[src/rtl/srp_pkg.sv]
package srp_pkg;
    typedef enum logic [2:0] {
        S_IDLE,
        S_CLEAR,
        S_CHECK,
        S_DLINE,
        S_VPULSE,
        S_DISCH,
        S_FINISH,
        S_ABORTED
    } srp_state_e;

    localparam int BIT_EN   = 0;
    localparam int BIT_VP   = 1;
    localparam int BIT_DIS  = 2;
    localparam int BIT_FLAG = 3;
    localparam int REG_W    = 4;
endpackage

[src/rtl/srp_ms_tick.sv]
module srp_ms_tick #(
    parameter int CLK_PER_MS = 48000
) (
    input  logic clk,
    input  logic rst_n,
    input  logic clr,
    output logic tick
);
    localparam int CW = (CLK_PER_MS > 1) ? $clog2(CLK_PER_MS) : 1;
    localparam logic [CW-1:0] LAST = CW'(CLK_PER_MS - 1);

    logic [CW-1:0] cnt;

    assign tick = (cnt == LAST);

    always_ff @(posedge clk) begin
        if (!rst_n || clr)
            cnt <= '0;
        else if (tick)
            cnt <= '0;
        else
            cnt <= cnt + 1'b1;
    end

    // the cycle divider never passes its terminal count
    p_tick_range_r6: assert property (@(posedge clk) disable iff (!rst_n)
        cnt <= LAST);
endmodule

[src/rtl/srp_phase_timer.sv]
module srp_phase_timer #(
    parameter int MSW = 6
) (
    input  logic           clk,
    input  logic           rst_n,
    input  logic           clr,
    input  logic           run,
    input  logic           tick,
    input  logic [MSW-1:0] target,
    output logic           expired
);
    logic [MSW-1:0] ms_cnt;

    assign expired = run && tick && (ms_cnt == target - 1'b1);

    always_ff @(posedge clk) begin
        if (!rst_n || clr)
            ms_cnt <= '0;
        else if (run && tick)
            ms_cnt <= ms_cnt + 1'b1;
    end

    // the elapsed count inside a running phase stays below its length
    p_ms_bound_r6: assert property (@(posedge clk) disable iff (!rst_n)
        (run && !clr) |-> (ms_cnt < target));
endmodule

[src/rtl/srp_init_flag.sv]
module srp_init_flag (
    input  logic clk,
    input  logic rst_n,
    input  logic vbus_low,
    input  logic se0,
    input  logic wr_clear,
    input  logic seq_clear,
    output logic flag
);
    logic fail;

    assign fail = !(vbus_low && se0);

    always_ff @(posedge clk) begin
        if (!rst_n)
            flag <= fail;
        else if (fail)
            flag <= 1'b1;
        else if (wr_clear || seq_clear)
            flag <= 1'b0;
    end

    // a violated line condition always leaves the flag set
    p_flag_sets_r2: assert property (@(posedge clk) disable iff (!rst_n)
        fail |=> flag);

    // without a clear request the flag never drops
    p_flag_sticky_r2: assert property (@(posedge clk) disable iff (!rst_n)
        (flag && !wr_clear && !seq_clear) |=> flag);
endmodule

[src/rtl/srp_sequencer.sv]
module srp_sequencer
    import srp_pkg::*;
#(
    parameter int CLK_PER_MS = 48000,
    parameter int CHECK_MS   = 3,
    parameter int DP_MS      = 7,
    parameter int VP_MS      = 18,
    parameter int DIS_MS     = 30
) (
    input  logic             clk,
    input  logic             rst_n,
    input  logic             reg_wr,
    input  logic [REG_W-1:0] reg_wdata,
    output logic [REG_W-1:0] reg_rdata,
    input  logic             start,
    input  logic             vbus_low,
    input  logic             se0,
    input  logic             vbus_irq,
    output logic             dp_pull,
    output logic             vbus_chg,
    output logic             vbus_dis,
    output logic             sess_irq,
    output logic             busy,
    output logic             done,
    output logic             abort
);
    localparam int MAX_A  = (CHECK_MS > DP_MS) ? CHECK_MS : DP_MS;
    localparam int MAX_B  = (VP_MS > DIS_MS) ? VP_MS : DIS_MS;
    localparam int MAX_MS = (MAX_A > MAX_B) ? MAX_A : MAX_B;
    localparam int MSW    = $clog2(MAX_MS + 1);

    srp_state_e     state, nxt;
    logic           otg_en, dis_arm, flag;
    logic           tick, expired, tclr, run;
    logic [MSW-1:0] target;
    logic           unused_wbit;

    assign unused_wbit = reg_wdata[BIT_VP];

    // register bits written by software
    always_ff @(posedge clk) begin
        if (!rst_n) begin
            otg_en  <= 1'b0;
            dis_arm <= 1'b0;
        end else if (reg_wr) begin
            otg_en  <= reg_wdata[BIT_EN];
            dis_arm <= reg_wdata[BIT_DIS];
        end
    end

    srp_init_flag u_flag (
        .clk       (clk),
        .rst_n     (rst_n),
        .vbus_low  (vbus_low),
        .se0       (se0),
        .wr_clear  (reg_wr && reg_wdata[BIT_FLAG]),
        .seq_clear (state == S_CLEAR),
        .flag      (flag)
    );

    srp_ms_tick #(.CLK_PER_MS(CLK_PER_MS)) u_tick (
        .clk   (clk),
        .rst_n (rst_n),
        .clr   (tclr),
        .tick  (tick)
    );

    srp_phase_timer #(.MSW(MSW)) u_timer (
        .clk     (clk),
        .rst_n   (rst_n),
        .clr     (tclr),
        .run     (run),
        .tick    (tick),
        .target  (target),
        .expired (expired)
    );

    // phase length select
    always_comb begin
        run    = 1'b1;
        target = MSW'(1);
        unique case (state)
            S_CHECK:  target = MSW'(CHECK_MS);
            S_DLINE:  target = MSW'(DP_MS);
            S_VPULSE: target = MSW'(VP_MS);
            S_DISCH:  target = MSW'(DIS_MS);
            default:  run    = 1'b0;
        endcase
    end

    // next-state logic
    always_comb begin
        nxt = state;
        unique case (state)
            S_IDLE:    if (start && otg_en) nxt = S_CLEAR;
            S_CLEAR:   nxt = S_CHECK;
            S_CHECK:   if (expired) nxt = flag ? S_ABORTED : S_DLINE;
            S_DLINE:   if (expired) nxt = S_VPULSE;
            S_VPULSE:  if (expired) nxt = dis_arm ? S_DISCH : S_FINISH;
            S_DISCH:   if (expired) nxt = S_FINISH;
            S_FINISH:  nxt = S_IDLE;
            S_ABORTED: nxt = S_IDLE;
            default:   nxt = S_IDLE;
        endcase
        if (!otg_en && state inside {S_CLEAR, S_CHECK, S_DLINE, S_VPULSE, S_DISCH})
            nxt = S_ABORTED;
    end

    assign tclr = (nxt != state);

    // state register
    always_ff @(posedge clk) begin
        if (!rst_n)
            state <= S_IDLE;
        else
            state <= nxt;
    end

    // outputs
    always_comb begin
        dp_pull  = otg_en && (state == S_DLINE);
        vbus_chg = otg_en && (state == S_VPULSE);
        vbus_dis = otg_en && (state == S_DISCH);
        busy     = state inside {S_CLEAR, S_CHECK, S_DLINE, S_VPULSE, S_DISCH};
        done     = (state == S_FINISH);
        abort    = (state == S_ABORTED);
        sess_irq = vbus_irq && !(state inside {S_CLEAR, S_CHECK, S_DLINE, S_VPULSE});
        reg_rdata = '0;
        if (otg_en) begin
            reg_rdata[BIT_EN]   = 1'b1;
            reg_rdata[BIT_VP]   = vbus_chg;
            reg_rdata[BIT_DIS]  = dis_arm;
            reg_rdata[BIT_FLAG] = flag;
        end
    end

    // the three drives never overlap
    p_one_drive_r12: assert property (@(posedge clk) disable iff (!rst_n)
        $onehot0({dp_pull, vbus_chg, vbus_dis}));

    // no event reaches the output during a pulse
    p_irq_mask_r10: assert property (@(posedge clk) disable iff (!rst_n)
        (dp_pull || vbus_chg) |-> !sess_irq);

    // completion and abort are single-cycle
    p_done_pulse_r9: assert property (@(posedge clk) disable iff (!rst_n)
        done |=> !done);
    p_abort_pulse_r9: assert property (@(posedge clk) disable iff (!rst_n)
        abort |=> !abort);

    // a disabled block drives nothing
    p_disabled_quiet_r3: assert property (@(posedge clk) disable iff (!rst_n)
        !otg_en |-> !(dp_pull || vbus_chg || vbus_dis));

    // an accepted strobe makes the block busy next cycle
    p_start_busy_r4: assert property (@(posedge clk) disable iff (!rst_n)
        (!busy && !done && !abort && start && otg_en) |=> busy);

    // the charge pulse only follows the data-line pulse
    p_chg_order_r7: assert property (@(posedge clk) disable iff (!rst_n)
        $rose(vbus_chg) |-> $past(dp_pull));

    // discharge only follows the charge pulse
    p_dis_order_r8: assert property (@(posedge clk) disable iff (!rst_n)
        $rose(vbus_dis) |-> $past(vbus_chg));
endmodule

[config.mk]
export PLATFORM = sky130hd
export DESIGN_NAME = srp_sequencer
export DESIGN_NICKNAME = d
export VERILOG_FILES = /design/src/rtl/srp_pkg.sv /design/src/rtl/srp_ms_tick.sv /design/src/rtl/srp_phase_timer.sv /design/src/rtl/srp_init_flag.sv /design/src/rtl/srp_sequencer.sv
export SDC_FILE = /design/constraint.sdc
export NUM_CORES = 1
export LEC_CHECK = 0
export BUFFER_PORTS_ARGS = -buffer_cell sky130_fd_sc_hd__buf_2
export CAP_MARGIN = 20
export CELL_PAD_IN_SITES_DETAIL_PLACEMENT = 0
export CELL_PAD_IN_SITES_GLOBAL_PLACEMENT = 1
export CORE_UTILIZATION = 45
export DETAILED_ROUTE_END_ITERATION = 10
export PLACE_DENSITY_LB_ADDON = 0.12
export SLEW_MARGIN = 25
export SYNTH_ARGS = -nofsm -noshare
export SYNTH_HDL_FRONTEND = slang
export SYNTH_HIERARCHICAL = 1
export SYNTH_SLANG_ARGS = --single-unit
[constraint.sdc]
create_clock -name clk -period 4.59 [get_ports clk]
set_clock_uncertainty 0.05 [all_clocks]
set_input_delay 0.6885 -clock clk [delete_from_list [all_inputs] [get_ports clk]]
set_output_delay 0.6885 -clock clk [all_outputs]
set_load 0.02 [all_outputs]
After elaboration in Yosys (flattened, before gate mapping) --
Index checks and enable logic that the tools add are counted.
Operators by class: add/sub/neg operators 3, equal/unequal tests 11, mux-type cells 15, reductions and logical operators 22
Operators by type and width (number):
- $mux 3 | 7
- $pmux 3 s7 | 1
- $pmux 5 s4 | 1
- $add 16x1->16 const B | 1
- $eq 16x16->1 const B | 1
- $eq 3x3->1 const B | 4
- $logic_and 1x1->1 | 10
- $eq 3x2->1 const B | 2
- $add 5x1->5 const B | 1
- $eq 5x5->1 | 1
- $reduce_bool 5->1 | 1
- $sub 5x1->5 const B | 1
- $logic_not 1->1 | 4
- $mux 1 | 4
- $mux 4 | 1
- $reduce_bool 4->1 | 1
- $reduce_or 2->1 | 2
- $reduce_or 4->1 | 1
- $eq 3x1->1 const B | 1
- $logic_not 3->1 | 1
- $ne 3x3->1 | 1
- $ne 3x3->1 const B | 1
- $logic_or 1x1->1 | 2
- $mux 2 | 1
Word-level totals: register bits after elaboration 27, bits of input ports 11, output and inout port bits 11, word-level logic and storage cells 57

Depth between registers and ports, before layout --
Gate-level depths: netlist (run 1).
depth in word-level cells 11, mapped depth 18, gate-level depth less buffers 14

Cells and area by module --
Netlist (run 1), hierarchy kept.
By module, submodules not included:
- srp_ms_tick | instances 1, cells an instance 82, area an instance 725.7 µm², sequential area each 320.3 µm²
- srp_sequencer | instances 1, cells an instance 75, area an instance 511.7 µm², sequential area each 100.1 µm²
- srp_phase_timer | instances 1, cells an instance 40, area an instance 352.8 µm², sequential area each 100.1 µm²
- srp_init_flag | instances 1, cells an instance 3, area an instance 43.8 µm², sequential area each 30.0 µm²

Least setup slack after synthesis (run 1) --
No wires, ideal clock.
path kind reg-to-reg, start register u_tick.cnt[10], end register u_tick.cnt[10], library setup time 0.115 ns, arrival 2.994 ns, required time 4.425 ns, path slack 1.432 ns, cell stages (with the launch flop) 16, path buffers 4, clock period less this slack 3.158 ns, path through dfxtp_1 or4b_1 nor4_2 and2_1 clkbuf_1 o211ai_1 a2111oi_2 buf_2 nor2b_1 o21ai_0 a21oi_1 o221ai_2 or3b_1 buf_6 buf_12 nor2_1
Between the ends: longest elaborated chain between the ends 9, elaborated cells between the ends (all ways) 13, those cells by class add/sub: 1; eq/ne: 2; mux: 6; reduce/logical: 4
RTL lines:
- from (decl) | line srp_ms_tick.sv:12 | logic [CW-1:0] cnt;
- from (signal assigned) | line srp_ms_tick.sv:22 | cnt <= cnt + 1'b1;
- $eq 16x16->1 (*) | line srp_ms_tick.sv:14 | assign tick = (cnt == LAST);
- net tick | line srp_sequencer.sv:34 | logic tick, expired, tclr, run;
- $logic_and 1x1->1 (*) (2 in a row) | line srp_phase_timer.sv:14 | assign expired = run && tick && (ms_cnt == target - 1'b1);
- net expired | line srp_sequencer.sv:34
- $mux 3, on equally long branches
- $pmux 3 s7 (*) | line srp_sequencer.sv:94 | unique case (state)
- $mux 3 (*) | line srp_sequencer.sv:105 | if (!otg_en && state inside {S_CLEAR, S_CHECK, S_DLINE, S_VPULSE, S_DISCH})
- $ne 3x3->1 (*) | line srp_sequencer.sv:109 | assign tclr = (nxt != state);
- net tclr | line srp_sequencer.sv:34
- $logic_or 1x1->1 (*) | line srp_ms_tick.sv:17 | if (!rst_n || clr)
- $reduce_or 2->1 (no source line) (*)
The timed path passes the listed nets; every way through them passes the cells marked *. A chain may end at the register's enable or synchronous reset.

Final worst setup path (run 1) --
start register state[2], end register u_tick.cnt[15]
Between the ends: longest elaborated chain between the ends 11, elaborated cells between the ends (all ways) 28, those cells by class add/sub: 1; eq/ne: 9; mux: 9; reduce/logical: 9
RTL lines:
- from (decl) | line srp_sequencer.sv:32 | srp_state_e state, nxt;
- from (signal assigned) | line srp_sequencer.sv:116 | state <= nxt;
- $eq 3x2->1 or $eq 3x3->1 (tied branches) | line srp_sequencer.sv:82 | unique case (state)
- $reduce_or 4->1 (no source line) (*)
- $mux 1 (*) | line srp_sequencer.sv:82
- net run | line srp_sequencer.sv:34
- $logic_and 1x1->1 (*) (2 in a row) | line srp_phase_timer.sv:14
- net expired | line srp_sequencer.sv:34
- $mux 3, on equally long branches
- $pmux 3 s7 (*) | line srp_sequencer.sv:94
- $mux 3 (*) | line srp_sequencer.sv:105
- $ne 3x3->1 (*) | line srp_sequencer.sv:109
- net tclr | line srp_sequencer.sv:34
- $logic_or 1x1->1 (*) | line srp_ms_tick.sv:17
- $reduce_or 2->1 (no source line) (*)
Marks and branches as above.

==> results of run 1 <==
synthesized netlist by cell type, types with 2 or more instances:
library cell	instances
nor2_1	29
dfxtp_1	26
nor3_1	7
a31oi_1	2
inv_1	11
o21ai_0	8
mux2i_1	2
nor2b_1	5
buf_2	5
xnor2_1	15
nand2_1	12
and3_1	2
and2_1	3
o21a_1	3
buf_6	2
or3_1	2
or4b_1	2
xor2_1	6
buf_4	2
nand3_1	6
o211ai_1	2
nand4_1	6
nand2b_1	6
ha_1	3
nor4_1	4
nand3b_1	2
a21oi_1	10
worst min path at each step:
stage | to | slack, ns | cells past startpoint
5_1_grt | u_tick/cnt[15] | 0.51 | 2
3_3_place_gp | u_tick/cnt[0] | 0.41 | 1
3_5_place_dp | u_tick/cnt[0] | 0.44 | 1
6_report | u_tick/cnt[0] | 0.46 | 1
4_1_cts | u_tick/cnt[15] | 0.46 | 2
2_1_floorplan | u_tick/cnt[0] | 0.39 | 1
worst register-to-register path, cell delays in order (launching register included):
cell       delay (ns)
dfxtp_1          0.66
nand2b_1         0.34
nand2_1          0.24
inv_1            0.07
ha_1             0.22
nand2b_1         0.17
a21o_1           0.19
a31oi_1          0.21
a2111oi_2        0.07
buf_4            0.18
nor2b_1          0.14
o21ai_0          0.11
a21oi_1          0.22
o221ai_2         0.13
or3b_1           0.64
a21oi_1          0.23
cells by family after synthesis:
kind of cell / Yosys count / share of synthesized area, %
and+or+nand+nor: 91 / 29.7
AOI/OAI and AO/OA: 34 / 14.0
DFF: 27 / 33.7
buffers and inverters: 22 / 7.81
xor gates and xnor gates: 21 / 11.3
adders and majority gates: 3 / 2.30
muxes: 2 / 1.23
area by class of cell:
| class | instances | area, sq um | area share (%) |
|---|---|---|---|
| clock buffers | 4 | 26.3 | 1.51 |
| inverters | 11 | 41.3 | 2.37 |
| multi-input cells | 151 | 956 | 55.0 |
| flip-flops and latches | 27 | 551 | 31.7 |
| well taps | 46 | 57.6 | 3.31 |
| repair buffers | 21 | 108 | 6.19 |
metrics by stage:
| step | cell area [sq um] | hold slack, ns |
|---|---|---|
| after floorplan | 1630 | 0.391 |
| after global placement | 1710 | 0.413 |
| after detailed placement | 1710 | 0.443 |
| after CTS | 1740 | 0.463 |
| after global routing | 1740 | 0.507 |
| final | 1740 | 0.459 |
where the power goes:
| part | internal, uW | total [uW] | switching [uW] |
|---|---|---|---|
| Clock | 33.9 | 96.4 | 62.4 |
| Sequential | 254 | 308 | 53.5 |
| Combinational | 127 | 309 | 181 |
per-layer routing:
| metal | up-vias | wire [um] | global-route usage, % |
|---|---|---|---|
| li1 | 719 | - | - |
| met1 | 631 | 1500 | 21.3 |
| met2 | 15 | 1520 | 31.3 |
| met3 | 6 | 54 | 2.39 |
| met4 | 0 | 49 | 6.98 |
| met5 | - | 0 | 0 |
state kept, by name, indices dropped and copies added (netlist names):
register	count
u_tick/cnt	16
u_timer/ms_cnt	5
state	3
dis_arm	1
otg_en	1
u_flag/flag	1
==> results.yml, run 1 <==
cts:
  cts_tree: "built"
  post-cts-setup-buffers: 0
  cts_root_buf: "clkbuf_4"
  cts_resized: 0
  clk_pin_slew_ns: 0.13
  insertion_delay_ns: 0.31
  htree_num_levels: 1
  cts_buffer_depth: 2
  clock-sinks: 27
  numCtsBuffers: 3
  cts_hold_buffers: 0
timing:
  min_period_ns: 3.94
  setup_viol: 0
  fin_crit_sh_pct: 85.8
  fmax_mhz: 254
  worst_slack_ns: 0.654
  hold_viol_final: 0
  tightest_slew_ns: 0.532
  slew_headroom_pct: 64.5
  slew_violations: 0
  rsz0062_at_grt: "no"
  setup_tns_ns: 0
global_routing:
  grt.total_usage_pct: 17.6
  grt_pass1_vias: 1311
  grt_max_degree: 18
  grt_pass1_wl_mm: 5.62
  antenna_found_initial: 0
  grt_overflow_total: 0
logic_synthesis:
  synth_area_sq_mm: 0.00163
  post_synth.cell_area_avg_sq_um: 8.17
  synth.area.top_cells: "dfxtp_1 (32%), xnor2_1 (8.0%), nor2_1 (6.7%), xor2_1 (3.2%), a21oi_1 (3.1%)"
  yosys_most_used_dff: "dfxtp_1"
  synth.distinct_cells: 44
  synth.largest_area_cell: "dfxtp_1"
  synth_edf_count: 1
  synthCells: 200
  yosysTopAreaCellShare_pct: 31.9
  yosys_warnings: 6
  syn-num-nets: 214
  synth-seq-cells: 27
  synthArstFlopShare_pct: 0
  ys_seq_area_share_pct: 33.7
pwr:
  powerDensity_mw_per_mm2: 410
  power.total_uw: 713
  ir_drop_uv: 186
  leakage_uw: 0.000616
floorplanning:
  die-area_sq_mm: 0.00388
  core_area_sq_mm: 0.00342
  initial_core_util_pct: 47.8
  io_pins: 22
  die_x_um: 62.3
  die_h_um: 62.3
  num_rows: 21
worst_setup_path:
  critPathKind: "register to register"
  arrival_ns: 4.13
  r2r_start: "state[2]"
  r2r_end: "u_tick/cnt[15]"
  cp-startpoint: "state[2]"
  crit_end: "u_tick/cnt[15]"
  worst-path-stages: 15
  crit_slowest_cell: "dfxtp_1"
  critPathBufInv: 2
  path_cells: "nand2b_1 -> nand2_1 -> inv_1 -> ha_1 -> nand2b_1 -> a21o_1 -> a31oi_1 -> a2111oi_2 -> buf_4 -> nor2b_1 -> o21ai_0 -> a21oi_1 -> o221ai_2 -> or3b_1 -> a21oi_1"
  crit_fanout: 17
  start_kind: "register"
  r2r_cells: 15
  crit_path_end_kind: "register"
  max_stage_delay_ns: 0.66
  worstPathRequired_ns: 4.78
  crit_family: "simple AND/OR/NAND/NOR gates"
  regToRegSetupSlack_ns: 0.65
detailed_routing:
  num_vias: 1371
  vias_per_cell: 5.27
  drt-total-wl_mm: 3.12
  postRouteAntennaNets: 0
  wl_per_cell_um: 12.0
  drc: 0
  dr.pass1.iters: 4
  drtIter0Drc: 114
place:
  dp_hpwl_mm: 2.31
  dp.cells: 256
  io_buffers: 20
  place_ws_ns: 0.638
  gp_congestion: 0.850
run_status:
  status: "completed"
layout:
  diodes: 0
  final_common_cell: "nor2_1"
  final-instance-count-excl-fill: 260
  fin_nets: 229
  utilization_pct: 50.9
  most-common-layout-cells: "nor2_1 (29), dfxtp_1 (26), buf_2 (20)"
  area_delta_synth_final_pct: 6.43
  final.fill_count: 349
  drive_gt1_share_pct: 14.0
flow_run:
  cap_viol_max_count: 0
worst_hold_path:
  hold_start: "u_tick/cnt[0]"
  hold_path.class: "register to register"
Power figures use the tool's default switching activity.
==> run 2: changes to the inputs <==
Settings changed: CORE_UTILIZATION 45 to 42.
Clock period 4.59 ns to 3.76 ns, I/O delays scaled along.
==> run 2 against run 1 <==
Routed wire length increased by 1.6%. Setup slack worse by 0.29 ns. Critical path type unchanged. Highest routed layer unchanged. First-iteration DRC count shrank 31%. Fmax up 16%.
==> results.yml, run 2 (synthesized netlist as in run 1, its figures left out) <==
run_status:
  status: "completed"
layout:
  diodes: 0
  largest_registers: "u_tick/cnt x16, u_timer/ms_cnt x5, state x3"
  fin_nets: 234
  final.fill_count: 381
  most-common-layout-cells: "nor2_1 (29), dfxtp_1 (26), buf_2 (20)"
  drive_gt1_share_pct: 16.4
  regMostFlops: "u_tick/cnt"
  largest_reg_flops: 16
  area_delta_synth_final_pct: 10.0
  final_common_cell: "nor2_1"
worst_setup_path:
  arrival_ns: 3.50
  r2r_start: "u_tick/cnt[10]"
  path_cells: "or4b_1 -> nor4_2 -> and2_1 -> o211ai_1 -> a2111oi_2 -> buf_4 -> nor2b_1 -> o21ai_0 -> a21oi_1 -> o221ai_2 -> or3b_2 -> nor2_1"
  max_stage_delay_ns: 0.55
  crit_path_end_kind: "register"
  crit_slowest_cell: "or4b_1"
  regToRegSetupSlack_ns: 0.36
  critPathKind: "register to register"
  r2r_end: "u_tick/cnt[14]"
  start_kind: "register"
  crit_fanout: 16
  worstPathRequired_ns: 3.86
  r2r_cells: 12
detailed_routing:
  postRouteAntennaNets: 0
  wl_per_cell_um: 11.9
  dr.pass1.iters: 5
  vias_per_cell: 5.27
  drtIter0Drc: 79
  drt-total-wl_mm: 3.17
  drc: 0
  num_vias: 1407
worst_hold_path:
  hold-path-endpoint: "u_tick/cnt[0]"
  hold_path.class: "register to register"
  hold_start: "u_tick/cnt[0]"
  whs_path_depth: 1
timing:
  whs_ns: 0.431
  slew_headroom_pct: 74.9
  tightest_slew_ns: 0.375
  setup_viol: 0
  fin_crit_sh_pct: 90.4
  fmax_mhz: 294
  setup_tns_ns: 0
  rsz0062_at_grt: "no"
  min_period_ns: 3.40
  slew_violations: 0
  hold_viol_final: 0
place:
  gp_congestion: 0.828
  io_buffers: 20
  dp_hpwl_mm: 2.37
pwr:
  p_int_uw: 566
  leakage_uw: 0.000647
  powerDensity_mw_per_mm2: 522
  combPwrFrac_pct: 47.4
  switching_power_uw: 372
  pwr-share-clk_pct: 17.3
  seq_power_share_pct: 35.3
  switching_share_pct: 39.7
  ir_drop_uv: 160
cts:
  htree_num_levels: 1
  clock-sinks: 27
  cts_tree: "built"
  clk_pin_slew_ns: 0.09
  cts_buffer_depth: 2
  insertion_delay_ns: 0.27
  numCtsBuffers: 3
  cts_root_buf: "clkbuf_8"
  cts_hold_buffers: 0
floorplanning:
  num_rows: 22
  die-area_sq_mm: 0.00414
  core_area_sq_mm: 0.00369
  die_h_um: 64.4
  die_x_um: 64.4
  io_pins: 22
  initial_core_util_pct: 44.3
global_routing:
  grt_pass1_vias: 1371
  grt.total_usage_pct: 17.4
  grt_overflow_total: 0
  grt_max_degree: 17
  antenna_found_initial: 0
  grt_pass1_wl_mm: 5.84
flow_run:
  cap_viol_max_count: 0
[run 2: changes by cell type in the layout (fill, tap and decap cells not counted), sizes merged]
| cell | delta |
|---|---|
| buf | +5 |
[run 2: per-layer routing]
layer	track usage, %	up-vias	routed length [um]
met5	0	-	0
met1	21.1	654	1490
li1	-	727	-
met2	31.7	24	1560
met3	1.61	2	97
met4	6.11	0	23
[run 2: worst max path at each step]
stage	from	end	slack (ns)	cells past startpoint
6_report	u_tick/cnt[10]	u_tick/cnt[14]	0.36	12
5_1_grt	u_tick/cnt[7]	u_tick/cnt[14]	0.05	12
4_1_cts	u_tick/cnt[7]	u_tick/cnt[14]	0.18	12
3_5_place_dp	u_tick/cnt[7]	u_tick/cnt[14]	0.22	12
3_3_place_gp	u_tick/cnt[7]	u_tick/cnt[8]	0.27	12
2_1_floorplan	u_tick/cnt[10]	u_tick/cnt[11]	0.60	15
[run 2: power groups by stage]
| stage | combinational, uW | sequential [uW] | clock [uW] |
|---|---|---|---|
| after CTS | 445 | 331 | 169 |
| after detailed placement | 443 | 338 | 0 |
| after floorplan | 387 | 339 | 0 |
| after global placement | 437 | 338 | 0 |
| final | 444 | 332 | 162 |
| after global routing | 504 | 335 | 181 |
[run 2: worst max-delay path, delay by kind of cell, from the launching register on]
kind	cells	cell delay (ns)
simple gates	6	1.70
flops	1	0.37
buf+inv	1	0.23
compound gates	5	0.94
[run 2: final cells by class]
class | instances | area [sq um] | share of cell area, %
Multi-Input combinational cell | 151 | 956 | 53.2
Sequential cell | 27 | 551 | 30.6
Timing Repair Buffer | 26 | 145 | 8.07
Tap cell | 48 | 60.1 | 3.34
Clock buffer | 4 | 45.0 | 2.51
Inverter | 11 | 41.3 | 2.30
[run 2: repair_timing]
action | in CTS | in global routing
setup buffers | 0 | 0
resized for setup | 0 | 1
setup endpoints to repair | 0 | 16
[run 2: per-stage QoR]
| step | power (uW) | area [sq um] | std cells | utilization [%] | setup WS, ns |
|---|---|---|---|---|---|
| 6_report | 938 | 1800 | 267 | 48.7 | 0.362 |
| 5_1_grt | 1020 | 1800 | 267 | 48.7 | 0.0476 |
| 4_1_cts | 945 | 1800 | 267 | 48.7 | 0.185 |
| 3_5_place_dp | 781 | 1750 | 263 | 47.5 | 0.217 |
| 3_3_place_gp | 775 | 1750 | 263 | 47.5 | 0.273 |
| 2_1_floorplan | 726 | 1630 | 200 | - | 0.602 |
==> run 3: changes to the inputs <==
Settings changed: GPL_TIMING_DRIVEN set to 0.
==> run 3 against run 2 <==
Power up 4.1%. Combinational power rose by 8.1%. Non-clock buffer count grew 6. Setup slack lost 0.053 ns. Final area is 2.9% higher. Highest routed layer unchanged. Routed wire length increased by 5.8%. First-iteration DRC count shrank 46%. Sequential share of layout area is 0.87 points lower. Critical path depth grew 2. Global-route usage rose by 0.48 points.
==> results.yml, run 3 (synthesized netlist as in run 1, its figures left out) <==
run_status:
  status: "completed"
layout:
  fin_nets: 240
  drive_gt1_share_pct: 18.2
  largest_reg_flops: 16
  area_delta_synth_final_pct: 13.2
  largest_registers: "u_tick/cnt x16, u_timer/ms_cnt x5, state x3"
  utilization_pct: 50.2
  diodes: 0
  regMostFlops: "u_tick/cnt"
  most-common-layout-cells: "nor2_1 (29), dfxtp_1 (26), buf_2 (25)"
  final_common_cell: "nor2_1"
pwr:
  power.total_uw: 977
  ir_drop_uv: 287
  powerDensity_mw_per_mm2: 528
  leakage_uw: 0.000685
detailed_routing:
  num_vias: 1427
  vias_per_cell: 5.23
  postRouteAntennaNets: 0
  dr.pass1.iters: 4
  drc: 0
  drtIter0Drc: 43
  wl_per_cell_um: 12.3
  drt-total-wl_mm: 3.36
timing:
  min_period_ns: 3.45
  fmax_mhz: 290
  slew_headroom_pct: 75.2
  setup_viol: 0
  hold_viol_final: 0
  setup_tns_ns: 0
  fin_crit_sh_pct: 91.8
  slew_violations: 0
  tightest_slew_ns: 0.369
  rsz0062_at_grt: "no"
flow_run:
  cap_viol_max_count: 0
global_routing:
  grt-busiest-layer: "met2"
  grt_overflow_total: 0
  grt_pass1_wl_mm: 5.84
  grt_max_degree: 15
  use_met2_pct: 32.4
  grt.total_usage_pct: 17.9
  grt_pass1_vias: 1325
  met1_usage_pct: 21.9
  antenna_found_initial: 0
  grtUsageMet3_pct: 2.14
floorplanning:
  die_x_um: 64.4
  num_rows: 22
  initial_core_util_pct: 44.3
  io_pins: 22
  core_area_sq_mm: 0.00369
  die-area_sq_mm: 0.00414
  die_h_um: 64.4
cts:
  insertion_delay_ns: 0.26
  cts_hold_buffers: 0
  cts_root_buf: "clkbuf_8"
  cts_buffer_depth: 2
  clk_pin_slew_ns: 0.08
  cts_resized: 0
  clock-sinks: 27
  cts_tree: "built"
  post-cts-setup-buffers: 0
  numCtsBuffers: 3
  htree_num_levels: 1
worst_setup_path:
  regToRegSetupSlack_ns: 0.31
  r2r_end: "u_tick/cnt[13]"
  start_kind: "register"
  path_cells: "or4b_1 -> nor4_2 -> and2_1 -> o211ai_1 -> a2111oi_2 -> buf_2 -> nand2_1 -> a21oi_1 -> a21oi_1 -> o221ai_2 -> or3b_1 -> buf_6 -> buf_12 -> nor2_1"
  crit_slowest_cell: "or4b_1"
  arrival_ns: 3.56
  r2r_start: "u_tick/cnt[7]"
  max_stage_delay_ns: 0.53
  crit_path_end_kind: "register"
  r2r_cells: 14
  critPathKind: "register to register"
  crit_fanout: 10
  worstPathRequired_ns: 3.87
  critPathMostFrequentCell: "a21oi_1"
place:
  gp_congestion: 0.827
  io_buffers: 20
  dp_hpwl_mm: 2.53
worst_hold_path:
  hold-path-endpoint: "u_tick/cnt[0]"
  whs_path_depth: 1
  hold_path.class: "register to register"
  hold_start: "u_tick/cnt[0]"
==> run 3: layout make-up <==
| cell class | count | area (sq um) |
|---|---|---|
| fillers | 368 | 1840 |
| multi-input cells | 151 | 956 |
| flip-flops and latches | 27 | 551 |
| repair buffers | 22 | 115 |
| plain buffers | 10 | 82.6 |
| well taps | 48 | 60.1 |
| clock buffers | 4 | 45.0 |
| inverters | 11 | 41.3 |
==> run 3: worst max-delay path by stage <==
| stage | start | endpoint | slack [ns] |
|---|---|---|---|
| after floorplan | u_tick/cnt[10] | u_tick/cnt[11] | 0.60 |
| after global placement | u_tick/cnt[0] | u_tick/cnt[11] | 0.20 |
| after detailed placement | u_tick/cnt[0] | u_tick/cnt[13] | 0.14 |
| after CTS | u_tick/cnt[0] | u_tick/cnt[13] | 0.12 |
| after global routing | u_tick/cnt[7] | u_tick/cnt[0] | 0.06 |
| final | u_tick/cnt[7] | u_tick/cnt[13] | 0.31 |
==> run 3: report_power, final <==
part	switching [uW]	total, uW	internal, uW
Sequential	30.4	341	311
Clock	80.7	156	75.6
Combinational	271	480	209
==> run 3: through the flow <==
stage	std cells	setup slack (ns)	hold WS (ns)	instance area (sq um)
4_1_cts	272	0.115	0.437	1840
6_report	273	0.310	0.429	1850
3_3_place_gp	268	0.198	0.412	1790
3_5_place_dp	268	0.139	0.417	1790
2_1_floorplan	200	0.602	0.391	1630
5_1_grt	273	0.0561	0.480	1850
==> run 3: metal layers <==
metal	up-vias	wire [um]
met2	16	1700
met4	0	23
met5	-	0
met3	2	60
met1	665	1570
li1	744	-
==> run 3: critical path: cells and delay by family (launching register included) <==
family          cells  cell delay, ns
simple gates        6            1.43
buf+inv             3            0.51
compound gates      5            0.95
flops               1            0.38
